File: src/rtl/tone_regif_pkg.sv
package tone_regif_pkg;

    localparam int DW = 4;

    typedef enum logic {
        BUS_STROBES = 1'b0,
        BUS_RW_EN   = 1'b1
    } bus_style_e;

    typedef struct packed {
        logic tx_wr;
        logic rx_rd;
        logic ctl_wr;
        logic st_rd;
    } access_t;

    typedef struct packed {
        logic to_b;
        logic irq_en;
        logic cp_mode;
        logic tone_on;
    } ctl_a_t;

    typedef struct packed {
        logic col_row;
        logic single_tone;
        logic test_en;
        logic burst_en;
    } ctl_b_t;

    typedef struct packed {
        logic spare;
        logic tx_empty;
        logic rx_ready;
        logic pend;
    } status_t;

    function automatic logic [DW-1:0] pack_status(status_t s);
        status_t r;
        r       = s;
        r.spare = 1'b0;
        return r;
    endfunction

endpackage

File: src/rtl/tone_bus_decode.sv
module tone_bus_decode
    import tone_regif_pkg::*;
(
    input  logic    clk,
    input  logic    rst,
    input  logic    bus_style,
    input  logic    reg_sel,
    input  logic    rw_n,
    input  logic    bus_en,
    input  logic    rd_n,
    input  logic    wr_n,
    output access_t acc
);
    logic active, is_read, active_q, first;

    always_comb begin
        if (bus_style_e'(bus_style) == BUS_RW_EN) begin
            active  = bus_en;
            is_read = rw_n;
        end else begin
            active  = !rd_n || !wr_n;
            is_read = !rd_n;
        end
    end

    always_ff @(posedge clk) begin
        if (rst) active_q <= 1'b0;
        else     active_q <= active;
    end

    assign first      = active && !active_q;
    assign acc.tx_wr  = first && !is_read && !reg_sel;
    assign acc.rx_rd  = first &&  is_read && !reg_sel;
    assign acc.ctl_wr = first && !is_read &&  reg_sel;
    assign acc.st_rd  = first &&  is_read &&  reg_sel;


    single_access_chk: assert property (@(posedge clk) disable iff (rst)
        (acc != '0) |=> (acc == '0));
endmodule

File: src/rtl/tone_ctrl_regs.sv
module tone_ctrl_regs
    import tone_regif_pkg::*;
(
    input  logic          clk,
    input  logic          rst,
    input  logic          ctl_wr,
    input  logic [DW-1:0] wdata,
    output ctl_a_t        cra,
    output ctl_b_t        crb
);
    always_ff @(posedge clk) begin
        if (rst) begin
            cra <= '0;
            crb <= '0;
        end else if (ctl_wr) begin
            if (cra.to_b) begin
                crb      <= ctl_b_t'(wdata);
                cra.to_b <= 1'b0;
            end else begin
                cra <= ctl_a_t'(wdata);
            end
        end
    end


    b_write_returns_chk: assert property (@(posedge clk) disable iff (rst)
        (ctl_wr && cra.to_b) |=> (!cra.to_b && (cra[2:0] == $past(cra[2:0]))));
endmodule

File: src/rtl/tone_event_status.sv
module tone_event_status
    import tone_regif_pkg::*;
(
    input  logic          clk,
    input  logic          rst,
    input  access_t       acc,
    input  ctl_a_t        cra,
    input  ctl_b_t        crb,
    input  logic [DW-1:0] wdata,
    input  logic          rx_valid,
    input  logic [DW-1:0] rx_code,
    input  logic          tx_done,
    output status_t       st,
    output logic [DW-1:0] rx_data,
    output logic [DW-1:0] tx_data,
    output logic          tx_load
);
    logic set_rx, set_pend, take_tx;

    assign set_rx   = rx_valid && !cra.cp_mode;
    assign set_pend = cra.irq_en && !cra.cp_mode &&
                      (rx_valid || (tx_done && crb.burst_en));
    assign take_tx  = acc.tx_wr && cra.tone_on;

    always_ff @(posedge clk) begin
        if (rst) begin
            st      <= '{spare: 1'b0, tx_empty: 1'b1, rx_ready: 1'b0, pend: 1'b0};
            rx_data <= '0;
            tx_data <= '0;
            tx_load <= 1'b0;
        end else begin
            tx_load <= take_tx;
            if (take_tx) tx_data <= wdata;
            if (set_rx)  rx_data <= rx_code;

            if (set_pend)       st.pend <= 1'b1;
            else if (acc.st_rd) st.pend <= 1'b0;

            if (set_rx)         st.rx_ready <= 1'b1;
            else if (acc.rx_rd) st.rx_ready <= 1'b0;

            if (tx_done)        st.tx_empty <= 1'b1;
            else if (take_tx)   st.tx_empty <= 1'b0;
        end
    end


    status_read_clears_chk: assert property (@(posedge clk) disable iff (rst)
        (acc.st_rd && !set_pend) |=> !st.pend);


    cp_blocks_rx_chk: assert property (@(posedge clk) disable iff (rst)
        (cra.cp_mode && !st.rx_ready) |=> !st.rx_ready);


    tone_off_no_load_chk: assert property (@(posedge clk) disable iff (rst)
        !cra.tone_on |=> !tx_load);
endmodule

File: src/rtl/tone_irq_out.sv
module tone_irq_out #(
    parameter int SYNC_STAGES = 2
) (
    input  logic clk,
    input  logic rst,
    input  logic irq_en,
    input  logic cp_mode,
    input  logic pend,
    input  logic cp_tone,
    output logic irq_cp_n
);
    logic [SYNC_STAGES-1:0] chain;

    for (genvar i = 0; i < SYNC_STAGES; i++) begin : g_sync
        if (i == 0) begin : g_first
            always_ff @(posedge clk) begin
                if (rst) chain[0] <= 1'b0;
                else     chain[0] <= cp_tone;
            end
        end else begin : g_next
            always_ff @(posedge clk) begin
                if (rst) chain[i] <= 1'b0;
                else     chain[i] <= chain[i-1];
            end
        end
    end

    always_ff @(posedge clk) begin
        if (rst)          irq_cp_n <= 1'b1;
        else if (!irq_en) irq_cp_n <= 1'b1;
        else if (cp_mode) irq_cp_n <= !chain[SYNC_STAGES-1];
        else              irq_cp_n <= !pend;
    end


    irq_off_high_chk: assert property (@(posedge clk) disable iff (rst)
        !irq_en |=> irq_cp_n);
endmodule

File: src/rtl/tone_host_regif.sv
module tone_host_regif
    import tone_regif_pkg::*;
#(
    parameter int SYNC_STAGES = 2
) (
    input  logic          clk,
    input  logic          rst,
    input  logic          bus_style,
    input  logic          reg_sel,
    input  logic          rw_n,
    input  logic          bus_en,
    input  logic          rd_n,
    input  logic          wr_n,
    input  logic [DW-1:0] wdata,
    output logic [DW-1:0] rdata,
    input  logic          rx_valid,
    input  logic [DW-1:0] rx_code,
    input  logic          tx_done,
    input  logic          cp_tone,
    output logic [DW-1:0] tx_data,
    output logic          tx_load,
    output logic          tx_pwrdn,
    output logic          tone_on,
    output logic          cp_mode,
    output logic          irq_en,
    output logic          burst_en,
    output logic          test_en,
    output logic          single_tone,
    output logic          col_row,
    output logic          irq_cp_n
);
    access_t       acc;
    ctl_a_t        cra;
    ctl_b_t        crb;
    status_t       st;
    logic [DW-1:0] rx_data;

    tone_bus_decode u_dec (
        .clk, .rst, .bus_style, .reg_sel, .rw_n, .bus_en, .rd_n, .wr_n,
        .acc (acc)
    );

    tone_ctrl_regs u_ctl (
        .clk, .rst, .ctl_wr (acc.ctl_wr), .wdata, .cra (cra), .crb (crb)
    );

    tone_event_status u_evt (
        .clk, .rst, .acc (acc), .cra (cra), .crb (crb), .wdata,
        .rx_valid, .rx_code, .tx_done,
        .st (st), .rx_data (rx_data), .tx_data (tx_data), .tx_load (tx_load)
    );

    tone_irq_out #(.SYNC_STAGES(SYNC_STAGES)) u_irq (
        .clk, .rst, .irq_en (cra.irq_en), .cp_mode (cra.cp_mode),
        .pend (st.pend), .cp_tone, .irq_cp_n (irq_cp_n)
    );

    always_ff @(posedge clk) begin
        if (rst)            rdata <= '0;
        else if (acc.rx_rd) rdata <= rx_data;
        else if (acc.st_rd) rdata <= pack_status(st);
    end

    assign tone_on     = cra.tone_on;
    assign tx_pwrdn    = !cra.tone_on;
    assign cp_mode     = cra.cp_mode;
    assign irq_en      = cra.irq_en;
    assign burst_en    = crb.burst_en;
    assign test_en     = crb.test_en;
    assign single_tone = crb.single_tone;
    assign col_row     = crb.col_row;


    rdata_hold_chk: assert property (@(posedge clk) disable iff (rst)
        (!acc.rx_rd && !acc.st_rd) |=> $stable(rdata));
endmodule

File: config.mk
export PLATFORM = sky130hd
export DESIGN_NAME = tone_host_regif
export DESIGN_NICKNAME = d
export VERILOG_FILES = /design/src/rtl/tone_regif_pkg.sv /design/src/rtl/tone_bus_decode.sv /design/src/rtl/tone_ctrl_regs.sv /design/src/rtl/tone_event_status.sv /design/src/rtl/tone_irq_out.sv /design/src/rtl/tone_host_regif.sv
export SDC_FILE = /design/constraint.sdc
export NUM_CORES = 1
export LEC_CHECK = 0
export ABC_CLOCK_PERIOD_IN_PS = 2900
export BUFFER_PORTS_ARGS = -buffer_cell sky130_fd_sc_hd__buf_2
export CAP_MARGIN = 20
export CELL_PAD_IN_SITES_DETAIL_PLACEMENT = 1
export CELL_PAD_IN_SITES_GLOBAL_PLACEMENT = 2
export CORE_ASPECT_RATIO = 0.75
export CORE_UTILIZATION = 31
export DETAILED_ROUTE_END_ITERATION = 16
export GPL_TIMING_DRIVEN = 0
export PLACE_DENSITY = 0.79
export SYNTH_ARGS = -nofsm -noshare
export SYNTH_HDL_FRONTEND = slang
export SYNTH_SLANG_ARGS = --single-unit
File: constraint.sdc
create_clock -name clk -period 2.9 [get_ports clk]
set_clock_uncertainty 0.15 [all_clocks]
set_input_delay 0.145 -clock clk [delete_from_list [all_inputs] [get_ports clk]]
set_output_delay 0.145 -clock clk [all_outputs]
set_load 0.1 [all_outputs]
# ---- Yosys cells after proc, flatten, opt, wreduce, memory -nomap -nowiden
# Cells that the tools add are included.
# Widths: inputs -> output; s select.
dict set report totals {
  reg_bits 28
  in_bits 19
  output_inout_bits 18
}
dict set report classes {
  n_mux 10
  n_bitwise 2
  n_reduce_logical 30
}
# cell n
set op_table {}
lappend op_table {{$logic_and 1x1->1} 12}
lappend op_table {{$logic_not 1->1} 9}
lappend op_table {{$mux 1} 8}
lappend op_table {{$mux 4} 2}
lappend op_table {{$reduce_bool 2->1} 3}
lappend op_table {{$reduce_and 2->1} 2}
lappend op_table {{$reduce_or 2->1} 2}
lappend op_table {{$logic_or 1x1->1} 2}
lappend op_table {{$not 1->1} 2}

# ---- Depth between registers and ports, before layout
dict set report logic_depth {
  depth_word 8
  depth_mapped 4
}

# ---- Cells and area by module
# From an unflattened synthesis, not the netlist that was laid out.
dict set report hier_totals {
  cells_unflattened 117
  hier_area_um2 1134.8
}
# mod instances cells_each area_each_um2 seq_area_each_um2
set modules_own_cells {}
lappend modules_own_cells {tone_event_status 1 47 430.4 240.2}
lappend modules_own_cells {tone_ctrl_regs 1 32 342.8 160.2}
lappend modules_own_cells {tone_host_regif 1 18 176.4 80.1}
lappend modules_own_cells {tone_bus_decode 1 13 93.8 20.0}
lappend modules_own_cells {tone_irq_out 1 7 91.3 60.1}

# ---- Worst setup path after synthesis
# OpenSTA, ideal clock, no wires.
dict set report synth_timing {
  kind {register to register}
  start {register, netlist name u_ctl.cra[0]}
  end {register, netlist name u_evt.st[2]}
  t_arrival_ns 2.616
  setup_slack_ns 0.014
  stages_incl_launch_ff 5
  synth_period_minus_slack_ns 2.886
  path_cell_list {dfxtp_1 inv_1 a2111o_1 buf_6 a211o_1}
}
dict set report synth_via {
  elab_chain_cells 1
}
# element line_no
set synth_lines {}
lappend synth_lines {{$logic_and 1x1->1} tone_event_status.sv:23} ;# assign take_tx = acc.tx_wr && cra.tone_on;
# No other way between the ends.
# A chain may end at the register's enable or synchronous reset.

==> results.sh <==
export IMPL_cts_root_buf="sky130_fd_sc_hd__clkbuf_8"
export IMPL_critPathMaxFanout=10
export IMPL_wirelength_mm=2.81
export IMPL_vias=987
export IMPL_power_leakage_nw=0.673
export IMPL_max_clk_rate_ghz=0.622
export IMPL_layout_nets=180
export IMPL_clock_sink_count=28
export IMPL_netlist_area_um2=1130
export IMPL_number_of_synthesized_flops_with_an_enable_pin=0
export IMPL_critical_path_class="in -> reg"
export IMPL_clock_buffers_created_by_tritoncts=3
export IMPL_reg2reg_slack_ns=1.30
export IMPL_asyncSetResetFlopFracSynth_pct=0
export IMPL_report_final_hold_viol_count=0
export IMPL_nFillCells=400
export IMPL_syn2layout_area_growth_pct=30.7
export IMPL_tightestPinTransition_ns=0.747
export IMPL_drive_gt1_share_pct=27.0
export IMPL_most_repeated_cell_in_the_gate_level_netlist_after_synthesis="sky130_fd_sc_hd__dfxtp_1"
export IMPL_postCtsSetupRepairBufs=0
export IMPL_port_buffer_count=35
export IMPL_die_area_um2=3890
export IMPL_final_max_slew_violation_count=0
export IMPL_antenna_violations_before_repair=0
export IMPL_final_setup_tns_ns=0
export IMPL_path_cells="dlygate4sd3_1, buf_2, inv_1, clkbuf_1, o311ai_0, o31ai_1"
export IMPL_setup_violations=0
export IMPL_grt_start_max_net_pins=15
export IMPL_multi_input_combinational_cell_area_um2=520
export IMPL_clock_path_buffers=2
export IMPL_cpLargestDelayFamily="buffers and inverters"
export IMPL_placementRows=18
export IMPL_drt_drc_violations_left=0
export IMPL_wl_per_cell_um=14.1
export IMPL_syn_num_nets=132
export IMPL_cp_data_arrival_time_ns=1.65
export IMPL_cap_viol_max_count=0
export IMPL_post_cts_gate_resize_count=0
export IMPL_drt_iter0_drc=27
export IMPL_ys_flop_type="sky130_fd_sc_hd__dfxtp_1"
export IMPL_place_hpwl_mm=2.15
export IMPL_track_usage_pct=16.3
export IMPL_core_region_area_um2=3380
export IMPL_critPathRequiredTime_ns=2.94
export IMPL_initial_core_util_pct=33.4
export IMPL_yosysTopAreaCellShare_pct=49.6
export IMPL_post_layout_total_power_w=0.000723
export IMPL_cp_slowest_cell="sky130_fd_sc_hd__dlygate4sd3_1"
export IMPL_die_w_um=71.7
export IMPL_ctsHtreeMaxLevel=1
export IMPL_outcome="finished clean"
export IMPL_vertical_extent_of_the_die_um=54.3
export IMPL_proportion_of_synthesized_chip_area_in_sequential_cells_pct=49.6
export IMPL_worst_path_buf_inv=4
export IMPL_rsz_0062_raised_after_global_routing="no"
export IMPL_avgSynthCellArea_um2=10.0
export IMPL_setup_worst_path_start_class="primary input"
export IMPL_final_min_period_over_clock_period_pct=55.4
export IMPL_worst_skew_pair_late_latency_ns=0.27
export IMPL_irDropWorstVdd_uv=220
export IMPL_finalCriticalPeriod_ns=1.61
export IMPL_antenna_cells_inserted=0
export IMPL_hp_class="in -> reg"
export IMPL_register_area_um2=561
export IMPL_netlist_cell_type_count=23
export IMPL_synthCells=113
export IMPL_yosys_warnings=0
export IMPL_cts_hold_buffers=8
export IMPL_tritoncts="yes"
export IMPL_grt_overflow_total=0
export IMPL_vias_in_the_first_global_route=1046
export IMPL_clk_pin_slew_worst_paths_ns=0.09
export IMPL_synth_top_cells_by_area="sky130_fd_sc_hd__dfxtp_1, sky130_fd_sc_hd__mux2i_1, sky130_fd_sc_hd__nand2_1, sky130_fd_sc_hd__o311ai_0, sky130_fd_sc_hd__a21oi_1"
export IMPL_final_replace_weighted_congestion=0.729
export IMPL_powerDensity_nw_per_um2=490
export IMPL_ys_seq_elements=28
export IMPL_postRouteAntennaNets=0
export IMPL_ioPinCount=37
export IMPL_setup_worst_path_end_class="flop"
export IMPL_worst_path_largest_cell_delay_ns=0.52
export IMPL_relSlewSlack_pct=49.8
export IMPL_first_pass_iters=4
export IMPL_grt_first_pass_wirelength_mm=4.69
export IMPL_synth_top_cell_by_area="sky130_fd_sc_hd__dfxtp_1"
export IMPL_netlist_top_cells_count="sky130_fd_sc_hd__dfxtp_1, sky130_fd_sc_hd__mux2i_1, sky130_fd_sc_hd__nand2_1"
export IMPL_via_per_inst=4.96
## final cells by class
class / count / area share, %
sequential: 28 / 38.0
multi-input combinational: 74 / 35.3
buffer: 6 / 2.03
inverter: 5 / 1.27
clock buffer: 3 / 2.80
timing repair buffer: 43 / 17.3
tap: 40 / 3.39
## worst reg2reg max path: stages (launching register included)
cell and delay, ns:
sky130_fd_sc_hd__dfxtp_1 0.39, sky130_fd_sc_hd__nand2b_1 0.24, sky130_fd_sc_hd__a211oi_2 0.48, sky130_fd_sc_hd__mux2i_1 0.26
## power breakdown
part	total, W	switching, W	internal [W]
logic	0.000111	0.0000733	0.0000373
registers	0.000404	0.00000771	0.000396
clock network	0.000209	0.000116	0.0000933
## routing by layer
layer / GRT usage (%) / wire (um) / vias to the layer above
met1: 19.4 / 1360 / 467
li1: - / - / 495
met4: 4.90 / 29 / 0
met5: 0 / 0 / -
met3: 4.79 / 144 / 4
met2: 29.1 / 1270 / 21
## cell usage in the layout (no fill, tap or decap), drive strengths merged
master	netlist	final
or3	1	1
o311ai	4	4
nor2	6	6
buf	1	36
nand2b	1	1
mux2i	19	19
clkbuf	5	8
or3b	2	2
inv	5	5
mux2	1	1
nand3b	1	1
a211o	2	2
a21oi	6	6
o41ai	2	2
a2111o	1	1
a211oi	1	1
nor2b	4	4
a21boi	1	1
dlygate4sd3	0	8
o31ai	4	4
dfxtp	28	28
nand3	2	2
nand2	16	16
## flip-flops by register name, indices dropped and copies added, names as in the netlist
register	flops
u_ctl.cra	4
u_evt.tx_data	4
rdata	4
u_evt.rx_data	4
u_evt.tx_load	1
u_evt.st	3
u_irq.chain	2
u_irq.irq_cp_n	1
u_dec.active_q	1
u_ctl.crb	4
## path summary, 6_finish.rpt
path,start,to,cells past startpoint
worst min-delay path,bus_en,u_dec.active_q$_SDFF_PP0_,3
worst max register to register,u_dec.active_q$_SDFF_PP0_,u_ctl.crb[2]$_SDFFE_PP0P_,3
worst max-delay path,rst,rdata[2]$_SDFFE_PP0P_,6
worst min register to register,u_ctl.cra[2]$_SDFFE_PP0P_,u_irq.irq_cp_n$_SDFF_PP1_,1
## metrics by stage
stage	utilization, %	worst slack, ns	hold slack [ns]	cell area (um2)	std cells
final	43.7	1.29	0.00202	1480	199
after CTS	43.7	1.28	0.00531	1480	199
after floorplan	-	0.0144	0.0666	1130	113
after global placement	40.1	1.08	0.203	1360	188
after global routing	43.7	1.16	0.00540	1480	199
after detailed placement	40.1	1.06	0.208	1360	188
## cells by family after synthesis
group                  share of synthesized area [%]
and+or+nand+nor                                 14.0
DFF                                             49.6
AOI/OAI and AO/OA                               14.3
muxes                                           17.8
buffers and inverters                           4.32
(Power assumes the default switching activity.)
